File: src/rtl/dbgtrig_pkg.sv
package dbgtrig_pkg;

   localparam int unsigned NUM_PAIRS = 5;
   localparam int unsigned NUM_TRIG  = 2 * NUM_PAIRS;
   localparam int unsigned NUM_FETCH = 4;
   localparam int unsigned NUM_MEM   = NUM_TRIG - NUM_FETCH;
   localparam int unsigned FIDX_W    = $clog2(NUM_FETCH);
   localparam int unsigned MIDX_W    = $clog2(NUM_MEM);
   localparam int unsigned NUM_CLS   = 3;

   typedef enum logic [1:0] {
      CLS_FETCH = 2'd0,
      CLS_LOAD  = 2'd1,
      CLS_STORE = 2'd2
   } acc_cls_e;

   typedef enum logic [1:0] {
      CMP_EQ   = 2'd0,
      CMP_RSVD = 2'd1,
      CMP_GE   = 2'd2,
      CMP_LT   = 2'd3
   } cmp_mode_e;

   typedef struct packed {
      cmp_mode_e mode;
      logic      data_sel;
      logic      late;
      logic      act;
      logic      arm;
   } trig_ctl_t;

   // class watched by each trigger; pairs are (F,F) (S,S) (L,L) (F,S) (F,L)
   function automatic acc_cls_e trig_cls(int t);
      case (t)
         0, 1, 6, 8: return CLS_FETCH;
         4, 5, 9:    return CLS_LOAD;
         default:    return CLS_STORE;
      endcase
   endfunction

   function automatic int fetch_slot_trig(int s);
      case (s)
         0:       return 0;
         1:       return 1;
         2:       return 6;
         default: return 8;
      endcase
   endfunction

   function automatic int mem_slot_trig(int s);
      case (s)
         0:       return 2;
         1:       return 3;
         2:       return 4;
         3:       return 5;
         4:       return 7;
         default: return 9;
      endcase
   endfunction

   // the store-store pair may not be linked
   function automatic bit pair_chainable(int p);
      return p != 1;
   endfunction

endpackage

File: src/rtl/dbgtrig_cfg_bank.sv
module dbgtrig_cfg_bank
   import dbgtrig_pkg::*;
#(
   parameter int unsigned VAL_W = 64
) (
   input  logic                                clk,
   input  logic                                rst,
   input  logic                                f_we,
   input  logic [FIDX_W-1:0]                   f_idx,
   input  logic                                m_we,
   input  logic [MIDX_W-1:0]                   m_idx,
   input  trig_ctl_t                           wr_ctl,
   input  logic                                wr_chain,
   input  logic [VAL_W-1:0]                    wr_val,
   output trig_ctl_t [NUM_TRIG-1:0]            ctl_q,
   output logic [NUM_TRIG-1:0][VAL_W-1:0]      val_q,
   output logic [NUM_PAIRS-1:0]                chain_q
);

   logic [NUM_TRIG-1:0] wsel;
   logic [NUM_TRIG-1:0] arm_vec;

   // slot decode: memory slots past NUM_MEM select nothing
   always_comb begin
      wsel = '0;
      for (int s = 0; s < NUM_FETCH; s++) begin
         if (f_we && (f_idx == FIDX_W'(s)))
            wsel[fetch_slot_trig(s)] = 1'b1;
      end
      for (int s = 0; s < NUM_MEM; s++) begin
         if (m_we && (m_idx == MIDX_W'(s)))
            wsel[mem_slot_trig(s)] = 1'b1;
      end
   end

   always_ff @(posedge clk) begin
      if (rst) begin
         ctl_q <= '0;
         val_q <= '0;
      end else begin
         for (int t = 0; t < NUM_TRIG; t++) begin
            if (wsel[t]) begin
               ctl_q[t] <= wr_ctl;
               val_q[t] <= wr_val;
            end
         end
      end
   end

   // chain link lives with the even member of each pair
   always_ff @(posedge clk) begin
      if (rst) begin
         chain_q <= '0;
      end else begin
         for (int p = 0; p < NUM_PAIRS; p++) begin
            if (pair_chainable(p) && wsel[2*p])
               chain_q[p] <= wr_chain;
         end
      end
   end

   always_comb begin
      for (int t = 0; t < NUM_TRIG; t++) arm_vec[t] = ctl_q[t].arm;
   end

   a_r1_cleared_after_reset: assert property (@(posedge clk) disable iff (rst)
      $past(rst) |-> (arm_vec == '0 && chain_q == '0));

endmodule

File: src/rtl/dbgtrig_cmp.sv
module dbgtrig_cmp
   import dbgtrig_pkg::*;
#(
   parameter int unsigned VAL_W = 64
) (
   input  logic             clk,
   input  logic             rst,
   input  trig_ctl_t        ctl,
   input  logic [VAL_W-1:0] val,
   input  logic [VAL_W-1:0] addr,
   input  logic             vld,
   output logic             hit
);

   logic rel;

   always_comb begin
      case (ctl.mode)
         CMP_EQ:  rel = (addr == val);
         CMP_GE:  rel = (addr >= val);
         CMP_LT:  rel = (addr <  val);
         default: rel = 1'b0;
      endcase
   end

   assign hit = vld && ctl.arm && !ctl.data_sel && rel;

   a_r4_reserved_mode_silent: assert property (@(posedge clk) disable iff (rst)
      (ctl.mode == CMP_RSVD) |-> !hit);

   a_r5_data_select_silent: assert property (@(posedge clk) disable iff (rst)
      ctl.data_sel |-> !hit);

   a_r6_disarmed_silent: assert property (@(posedge clk) disable iff (rst)
      !ctl.arm |-> !hit);

endmodule

File: src/rtl/dbgtrig_pair.sv
module dbgtrig_pair (
   input  logic clk,
   input  logic rst,
   input  logic hit_lo,
   input  logic hit_hi,
   input  logic late_lo,
   input  logic late_hi,
   input  logic chain,
   output logic fire_lo,
   output logic fire_hi
);

   assign fire_lo = hit_lo && !chain;
   assign fire_hi = chain ? (hit_lo && hit_hi && (late_lo == late_hi)) : hit_hi;

   a_r7_chain_masks_low: assert property (@(posedge clk) disable iff (rst)
      chain |-> !fire_lo);

   a_r7_chain_needs_both: assert property (@(posedge clk) disable iff (rst)
      (chain && fire_hi) |-> (hit_lo && hit_hi));

   a_r8_chain_timing_agrees: assert property (@(posedge clk) disable iff (rst)
      (chain && fire_hi) |-> (late_lo == late_hi));

endmodule

File: src/rtl/dbgtrig_unit.sv
module dbgtrig_unit
   import dbgtrig_pkg::*;
#(
   parameter int unsigned ADDR_W = 64
) (
   input  logic              clk,
   input  logic              rst,
   input  logic              cfg_fetch_we,
   input  logic [1:0]        cfg_fetch_idx,
   input  logic              cfg_mem_we,
   input  logic [2:0]        cfg_mem_idx,
   input  logic [1:0]        cfg_mode,
   input  logic              cfg_data_sel,
   input  logic              cfg_late,
   input  logic              cfg_action,
   input  logic              cfg_arm,
   input  logic              cfg_chain,
   input  logic [ADDR_W-1:0] cfg_value,
   input  logic              fetch_vld,
   input  logic [ADDR_W-1:0] fetch_addr,
   input  logic              load_vld,
   input  logic [ADDR_W-1:0] load_addr,
   input  logic              store_vld,
   input  logic [ADDR_W-1:0] store_addr,
   output logic              fetch_fire,
   output logic              fetch_late,
   output logic              fetch_action,
   output logic              load_fire,
   output logic              load_late,
   output logic              load_action,
   output logic              store_fire,
   output logic              store_late,
   output logic              store_action
);

   if (ADDR_W < 8 || ADDR_W > 64) begin : g_bad_width
      $error("dbgtrig_unit: ADDR_W must lie in 8..64");
   end
   if (FIDX_W != 2 || MIDX_W != 3) begin : g_bad_index
      $error("dbgtrig_unit: slot index widths do not fit the ports");
   end

   trig_ctl_t                          wr_ctl;
   trig_ctl_t [NUM_TRIG-1:0]           ctl_q;
   logic [NUM_TRIG-1:0][ADDR_W-1:0]    val_q;
   logic [NUM_PAIRS-1:0]               chain_q;
   logic [NUM_CLS-1:0]                 cls_vld;
   logic [NUM_CLS-1:0][ADDR_W-1:0]     cls_addr;
   logic [NUM_TRIG-1:0]                hit;
   logic [NUM_TRIG-1:0]                fire;
   logic [NUM_CLS-1:0]                 any_d, late_d, act_d;
   logic [NUM_CLS-1:0]                 any_q, late_q, act_q;

   assign wr_ctl = '{mode: cmp_mode_e'(cfg_mode), data_sel: cfg_data_sel,
                     late: cfg_late, act: cfg_action, arm: cfg_arm};

   dbgtrig_cfg_bank #(.VAL_W(ADDR_W)) u_bank (
      .clk      (clk),
      .rst      (rst),
      .f_we     (cfg_fetch_we),
      .f_idx    (cfg_fetch_idx),
      .m_we     (cfg_mem_we),
      .m_idx    (cfg_mem_idx),
      .wr_ctl   (wr_ctl),
      .wr_chain (cfg_chain),
      .wr_val   (cfg_value),
      .ctl_q    (ctl_q),
      .val_q    (val_q),
      .chain_q  (chain_q)
   );

   assign cls_vld[CLS_FETCH]  = fetch_vld;
   assign cls_vld[CLS_LOAD]   = load_vld;
   assign cls_vld[CLS_STORE]  = store_vld;
   assign cls_addr[CLS_FETCH] = fetch_addr;
   assign cls_addr[CLS_LOAD]  = load_addr;
   assign cls_addr[CLS_STORE] = store_addr;

   for (genvar t = 0; t < NUM_TRIG; t++) begin : g_trig
      localparam int C = int'(trig_cls(t));
      dbgtrig_cmp #(.VAL_W(ADDR_W)) u_cmp (
         .clk  (clk),
         .rst  (rst),
         .ctl  (ctl_q[t]),
         .val  (val_q[t]),
         .addr (cls_addr[C]),
         .vld  (cls_vld[C]),
         .hit  (hit[t])
      );
   end

   for (genvar p = 0; p < NUM_PAIRS; p++) begin : g_pair
      dbgtrig_pair u_pair (
         .clk     (clk),
         .rst     (rst),
         .hit_lo  (hit[2*p]),
         .hit_hi  (hit[2*p+1]),
         .late_lo (ctl_q[2*p].late),
         .late_hi (ctl_q[2*p+1].late),
         .chain   (chain_q[p]),
         .fire_lo (fire[2*p]),
         .fire_hi (fire[2*p+1])
      );
   end

   // walk from the top so the lowest-numbered firing trigger is written last
   always_comb begin
      any_d  = '0;
      late_d = '0;
      act_d  = '0;
      for (int t = NUM_TRIG - 1; t >= 0; t--) begin
         if (fire[t]) begin
            any_d[trig_cls(t)]  = 1'b1;
            late_d[trig_cls(t)] = ctl_q[t].late;
            act_d[trig_cls(t)]  = ctl_q[t].act;
         end
      end
   end

   always_ff @(posedge clk) begin
      if (rst) begin
         any_q  <= '0;
         late_q <= '0;
         act_q  <= '0;
      end else begin
         any_q  <= any_d;
         late_q <= late_d;
         act_q  <= act_d;
      end
   end

   assign fetch_fire   = any_q[CLS_FETCH];
   assign fetch_late   = late_q[CLS_FETCH];
   assign fetch_action = act_q[CLS_FETCH];
   assign load_fire    = any_q[CLS_LOAD];
   assign load_late    = late_q[CLS_LOAD];
   assign load_action  = act_q[CLS_LOAD];
   assign store_fire   = any_q[CLS_STORE];
   assign store_late   = late_q[CLS_STORE];
   assign store_action = act_q[CLS_STORE];

   a_r10_fetch_needs_access: assert property (@(posedge clk) disable iff (rst)
      !$past(fetch_vld) |-> !fetch_fire);
   a_r10_load_needs_access: assert property (@(posedge clk) disable iff (rst)
      !$past(load_vld) |-> !load_fire);
   a_r10_store_needs_access: assert property (@(posedge clk) disable iff (rst)
      !$past(store_vld) |-> !store_fire);
   a_r11_quiet_fields_zero: assert property (@(posedge clk) disable iff (rst)
      !fetch_fire |-> (!fetch_late && !fetch_action));

endmodule

File: config.mk
export PLATFORM = sky130hd
export DESIGN_NAME = dbgtrig_unit
export DESIGN_NICKNAME = d
export VERILOG_FILES = /design/src/rtl/dbgtrig_pkg.sv /design/src/rtl/dbgtrig_cfg_bank.sv /design/src/rtl/dbgtrig_cmp.sv /design/src/rtl/dbgtrig_pair.sv /design/src/rtl/dbgtrig_unit.sv
export SDC_FILE = /design/constraint.sdc
export NUM_CORES = 2
export LEC_CHECK = 0
export BUFFER_PORTS_ARGS = -buffer_cell sky130_fd_sc_hd__buf_2
export CAP_MARGIN = 20
export CORE_UTILIZATION = 35
export CTS_CLUSTER_SIZE = 10
export DETAILED_ROUTE_END_ITERATION = 10
export PLACE_DENSITY_LB_ADDON = 0.08
export REMOVE_ABC_BUFFERS = 1
export SETUP_SLACK_MARGIN = 0.3
export SLEW_MARGIN = 25
export SYNTH_ARGS = -nofsm -noshare
export SYNTH_HDL_FRONTEND = slang
export SYNTH_SLANG_ARGS = --single-unit
File: constraint.sdc
create_clock -name clk -period 9.2 [get_ports clk]
set_clock_uncertainty 0.15 [all_clocks]
set_input_delay 0.92 -clock clk [delete_from_list [all_inputs] [get_ports clk]]
set_output_delay 0.92 -clock clk [all_outputs]
set_load 0.02 [all_outputs]
# Yosys cells after proc, flatten, opt, wreduce, memory -nomap -nowiden
# Index checks and enable logic that the tools add are counted.
# word_totals
in_bits	275
output_inout_bits	9
elab_cells	419
regBits	713
# op_classes
n_eq_ne	42
bitwise	20
order_cmp	60
muxes	132
n_reduce_logical	98
# op_table
operator	n
== test 64 bit	10
greater-or-equal comparator 64 bit	10
less-than comparator 64 bit	10
greater-or-equal comparator 32 x 1 -> 1 bit, second input constant	10
less-than comparator 32 x 6 -> 1 bit, second input constant	10
two-way mux 32 bit	10
two-way mux 10 bit	10
two-way mux 3 bit	30
OR 10 bit	9
logical AND 1 bit	72
bitwise mux 3 bit	18
== test 2 bit, second input constant	22
demux 1 bit (select 4 bit)	10
less-than comparator 2 x 3 -> 1 bit, second input constant	10
case mux 1 bit (3 select lines)	10
OR 3 bit	9
two-way mux 1 bit	24
logical NOT 2 bit	11
demux 1 bit (select 2 bit)	10
greater-or-equal comparator 2 x 1 -> 1 bit, second input constant	10
two-way mux 2 bit	10
logical NOT 1 bit	14
bitwise AND 3 bit	2
== test 3 x 2 -> 1 bit, second input constant	2
other kinds (5)	9

# Logic depth before layout (Yosys ltp)
# logic_depth
ltp_word	31
mapped_depth	12
mapped_depth_nobuf	12

# Hierarchy
# Synthesis repeated with hierarchy kept, for this count alone.
# hier_totals
hier_cells	4863
hier_area_um2	44886.8
# by_module_without_submodules
mod	seq_area_each_um2	n_inst	area_per_inst_um2	cells_each
dbgtrig_cfg_bank	14093.5	1	27227.4	2435
dbgtrig_cmp	0.0	10	1714.1	236
dbgtrig_unit	180.2	1	374.1	43
dbgtrig_pair	0.0	5	28.8	5

# Worst setup path before layout
# OpenSTA, ideal clock, no wires.
# synth_path
kind	input to register
start	input port store_addr[49]
end	register act_q[2]
t_required_ns	8.959
t_arrival_ns	3.493
slack_ns	5.466
path_buffers	0
path_stages	11
setup_time_ns	0.091
path_cell_list	ha_1 > a21o_1 > a21o_1 > a2111oi_4 > nor4b_1 > a2111o_1 > o31a_1 > o31ai_2 > o211ai_1 > or3b_1 > a311oi_1
# synth_between
elab_chain_cells	21
word_cells_on_any_way	33
cone_classes	order compare: 6; eq/ne: 3; mux: 19; reduce/logical: 5
# synth_rtl
item	line	rtl
start: declaration	dbgtrig_unit.sv:24	input logic [ADDR_W-1:0] store_addr,
less-than comparator 64 bit, or another cell as far along	dbgtrig_cmp.sv:21	CMP_LT: rel = (addr < val);
case mux 1 bit (3 select lines)	dbgtrig_cmp.sv:18	case (ctl.mode)
logical AND 1 bit	dbgtrig_cmp.sv:26	assign hit = vld && ctl.arm && !ctl.data_sel && rel;
logical AND 1 bit (2 in series)	dbgtrig_pair.sv:14	assign fire_hi = chain ? (hit_lo && hit_hi && (late_lo == late_hi)) : hit_hi;
two-way mux 1 bit	dbgtrig_pair.sv:14	
two-way mux 3 bit	dbgtrig_unit.sv:112	if (fire[t]) begin
bitwise mux 3 bit	dbgtrig_unit.sv:115	act_d[trig_cls(t)] = ctl_q[t].act;
two-way mux 3 bit	dbgtrig_unit.sv:112	
[... 4 more ...]	n/a	
bitwise mux 3 bit	dbgtrig_unit.sv:115	
two-way mux 3 bit	dbgtrig_unit.sv:112	
bitwise mux 3 bit	dbgtrig_unit.sv:115	
two-way mux 3 bit *	dbgtrig_unit.sv:112	
bitwise mux 3 bit	dbgtrig_unit.sv:115	
two-way mux 3 bit *	dbgtrig_unit.sv:112	
bitwise mux 3 bit	dbgtrig_unit.sv:115	
two-way mux 3 bit *	dbgtrig_unit.sv:112	
end signal: assignment	dbgtrig_unit.sv:128	act_q <= act_d;
end: declaration	dbgtrig_unit.sv:52	logic [NUM_CLS-1:0] any_q, late_q, act_q;
# Mark *: on every way between the ends. The rest lies on a longest branch, timed or not.
# A chain may end at the register's enable or synchronous reset.

# Worst setup path in the final report
# layout_path
start	input port store_addr[53]
end	register act_q[2]
# Same word-level chain as after synthesis.

==> impl_metrics.csv <==
group,metric,value,unit
status,status,"finished, final reports clean",
place,dpl.hpwl,108,mm
timing,finalCritPeriodShare,46.7,%
global_routing,grtUsageTotal,24.6,%
final_layout,drive_gt1_share,8.39,%
synthesis,netlist.area_leader.share,34.5,%
clock_network,cts.path.max_buffers,3,
worst_setup_path,critical_path_arrival,4710,ps
timing,max_freq,233,MHz
timing,setup_viol,0,
routing,drtIter0Drc,2393,
clock_network,path_clk_slew,60,ps
timing,worst_pin_slew,1250,ps
routing,dr.pass1.iters,8,
timing,rsz0062_at_grt,"false",
synthesis,synth_cell_types,74,
synthesis,synth-main-ff-cell,"dfxtp_1",
synthesis,async_reset_ff_share,0,%
clock_network,cts_inserted_buffers,91,
global_routing,grt_max_degree,192,
floorplan,core,0.117,mm2
synthesis,postSynthCellCount,5582,
final_layout,finish.net_count,6609,
worst_setup_path,r2r_slack,4950,ps
synthesis,synth-edff-count,0,
routing,routedWlPerCell,20.6,um
floorplan,rows,125,
place,place_congestion,0.880,
min_path,hp-class,"reg -> reg",
clock_network,cts.sinks,713,
clock_network,cts_tree,"yes",
floorplan,initial_utilization,35.5,%
worst_setup_path,cp-start-kind,"input port",
timing,slew_violations,0,
worst_setup_path,crit_fanout,5,
place,port_buffers,283,
final_layout,ff_latch_area,0.0143,mm2
worst_setup_path,reg2regPathDepth,12,
final_layout,area_delta_synth_final,13.3,%
final_layout,n_fill_cell,12200,
clock_network,h-tree-depth,3,
power_and_ir_drop,ir_worst_vdd,0.131,mV
power_and_ir_drop,powerDensity,165,mW/mm2
synthesis,ys_warn_count,0,
worst_setup_path,critPathKind,"in -> reg",
routing,ant_nets,0,
synthesis,yosys.area.top_type,"dfxtp_1",
synthesis,synth_area,0.0414,mm2
floorplan,ios,284,
clock_network,hold_buffers,0,
synthesis,synth_area_leaders,"dfxtp_1 (35%), ha_1 (19%), nand2_1 (14%), a21oi_1 (11%), inv_1 (6.1%)",
synthesis,ys_ff_latch,713,
synthesis,ys_seq_area_share,34.5,%
clock_network,cts_setup_buffers,0,
worst_setup_path,worstSetupEndpointType,"flip-flop",
clock_network,insertion_delay,670,ps
floorplan,dieArea,0.120,mm2
floorplan,die_w,346,um
routing,viasPerCell,5.09,
timing,hold_viol_final,0,
timing,tns,0,ps
global_routing,gr-total-overflow,0,
routing,vias,37100,
routing,drt_wl_total,150,mm
global_routing,antenna_found_initial,36,
worst_setup_path,critPathRequiredTime,9610,ps
flow_run,maxCapViolCount,0,
timing,fin_crit,4300,ps
global_routing,grt_pass1_wl,224,mm
synthesis,avgSynthCellArea,7.41,um2
worst_setup_path,endpoint,"act_q[2]",
timing,slew_headroom,17.0,%
worst_setup_path,crit_start,"store_addr[53]",
floorplan,die_height,346,um
power_and_ir_drop,p_leak,17.3,nW
clock_network,root_buffer,"clkbuf_16",
place,place_area,0.0440,mm2
final_layout,design_area,0.0469,mm2
global_routing,grt_pass1_vias,34700,
clock_network,ctsResizeCount,0,
routing,drcViolationCount,0,
worst_setup_path,r2r_start,"u_bank.val_q[245]",
final_layout,multi_input_area,0.0236,mm2
worst_setup_path,r2r-end,"act_q[2]",
[final cells by class]
class | instances | area share, %
clock buffer | 137 | 5.79
timing repair buffer | 317 | 3.66
clock inverter | 16 | 0.286
multi-input combinational | 3897 | 50.3
inverter | 674 | 5.40
sequential | 713 | 30.4
antenna | 6 | 0.0320
tap | 1524 | 4.07
[per-layer routing]
layer | share of wire (%) | wire length (um) | vias up | global-route usage [%]
li1 | - | - | 18700 | -
met4 | 2.0 | 3040 | 34 | 5.81
met2 | 45 | 66900 | 793 | 39.1
met3 | 5.3 | 7960 | 203 | 3.82
met5 | 0.15 | 232 | - | 0
met1 | 48 | 71900 | 17300 | 34.5
[synthesized netlist by cell type (all sizes together) (5+ instances only)]
| cell type | count |
|---|---|
| nand3b | 9 |
| and4 | 17 |
| ha | 640 |
| inv | 674 |
| nand4 | 128 |
| nor3 | 53 |
| nor2b | 22 |
| nor2 | 76 |
| nor4 | 22 |
| buf | 8 |
| o21a | 19 |
| a2111oi | 5 |
| nand2b | 9 |
| a21o | 75 |
| a211oi | 25 |
| a21oi | 931 |
| nand2 | 1559 |
| nand3 | 52 |
| o31ai | 8 |
| clkbuf | 290 |
| and3 | 7 |
| o221ai | 8 |
| o21ai | 101 |
| dfxtp | 713 |
| and2 | 5 |
| a221oi | 17 |
| a211o | 6 |
| a31oi | 7 |
| o211ai | 21 |
[power breakdown]
part | internal, mW | switching (mW) | total [mW] | leakage [nW]
Combinational | 0.345 | 0.666 | 1.01 | 10.1
Sequential | 3.17 | 0.0398 | 3.21 | 5.78
Clock | 2.07 | 1.43 | 3.50 | 1.41
Total | 5.58 | 2.14 | 7.72 | 17.3
[critical path, cell delays in order]
cell and delay (ps):
buf_2 120, ha_1 310, a21o_1 160, a21o_1 170, a21oi_1 230, o21ai_0 110
o21ai_0 490, o211ai_1 500, o311a_1 460, a211oi_1 540, or3b_1 410, a311oi_1 270
[worst min-delay path by stage]
| stage | from | end | slack, ps | cells after the start |
|---|---|---|---|---|
| 3_3_place_gp | u_bank.val_q[79] | u_bank.val_q[79] | 290 | 2 |
| 2_1_floorplan | u_bank.ctl_q[27] | u_bank.ctl_q[27] | 280 | 2 |
| 4_1_cts | u_bank.ctl_q[27] | u_bank.ctl_q[27] | 300 | 2 |
| 3_5_place_dp | u_bank.ctl_q[27] | u_bank.ctl_q[27] | 290 | 2 |
| 5_1_grt | u_bank.val_q[613] | u_bank.val_q[613] | 320 | 2 |
| 6_report | u_bank.val_q[457] | u_bank.val_q[457] | 300 | 2 |
[cell families (layout without fill, tap and decap cells)]
kind of cell | Yosys count | count (layout) | share of synthesized area, %
compound gates | 1266 | 1266 | 17.0
xor+xnor | 4 | 4 | 0.0847
fa+ha+maj | 640 | 640 | 19.4
buf+inv | 972 | 1144 | 8.88
flops | 713 | 713 | 34.5
mux | 3 | 3 | 0.0726
other cells | 0 | 6 | 0
simple gates | 1984 | 1984 | 20.1
[placed cells by master, fill, tap and decap left out, types with 4 or more instances in the layout]
master and count:
nand3b_1 9, and3_1 6, clkbuf_16 95, ha_1 640, nand4_1 128, a2111oi_0 4
buf_2 282, a221oi_1 17, nor4_1 19, nand3_4 4, buf_4 31, nor2_4 5
dfxtp_1 713, a31oi_1 7, o21a_1 19, o221ai_1 8, nand4b_1 4, a21o_1 75
o31ai_1 7, a21oi_1 931, and4_1 15, clkinv_2 13, o21ai_0 101, inv_1 674
nand2_1 1556, a22oi_1 4, o211a_1 4, a211oi_1 25, o22ai_1 4, a211o_1 5
clkbuf_8 18, o211ai_1 21, nand2b_1 9, clkbuf_1 24, nor2b_1 22, and2_1 4
diode_2 6, nand3_1 48, nor2_1 71, nor3_1 50
[through the flow]
stage          utilization (%)  total power, mW  instances  hold WS (ps)  worst slack [ps]
2_1_floorplan                -             3.79       5284           275              3970
3_3_place_gp              37.7             4.28       7124           292              4330
3_5_place_dp              37.7             4.29       7124           292              4260
4_1_cts                   40.1             7.82       7277           300              4950
5_1_grt                   40.2             8.07       7282           316              4790
6_report                  40.2             7.72       7284           301              4900
[registers in the layout (all words and copies together), names as in the netlist]
register / flops
act_q: 3
any_q: 3
u_bank.chain_q: 4
late_q: 3
u_bank.ctl_q: 60
u_bank.val_q: 640
Power figures use the tool's default switching activity.
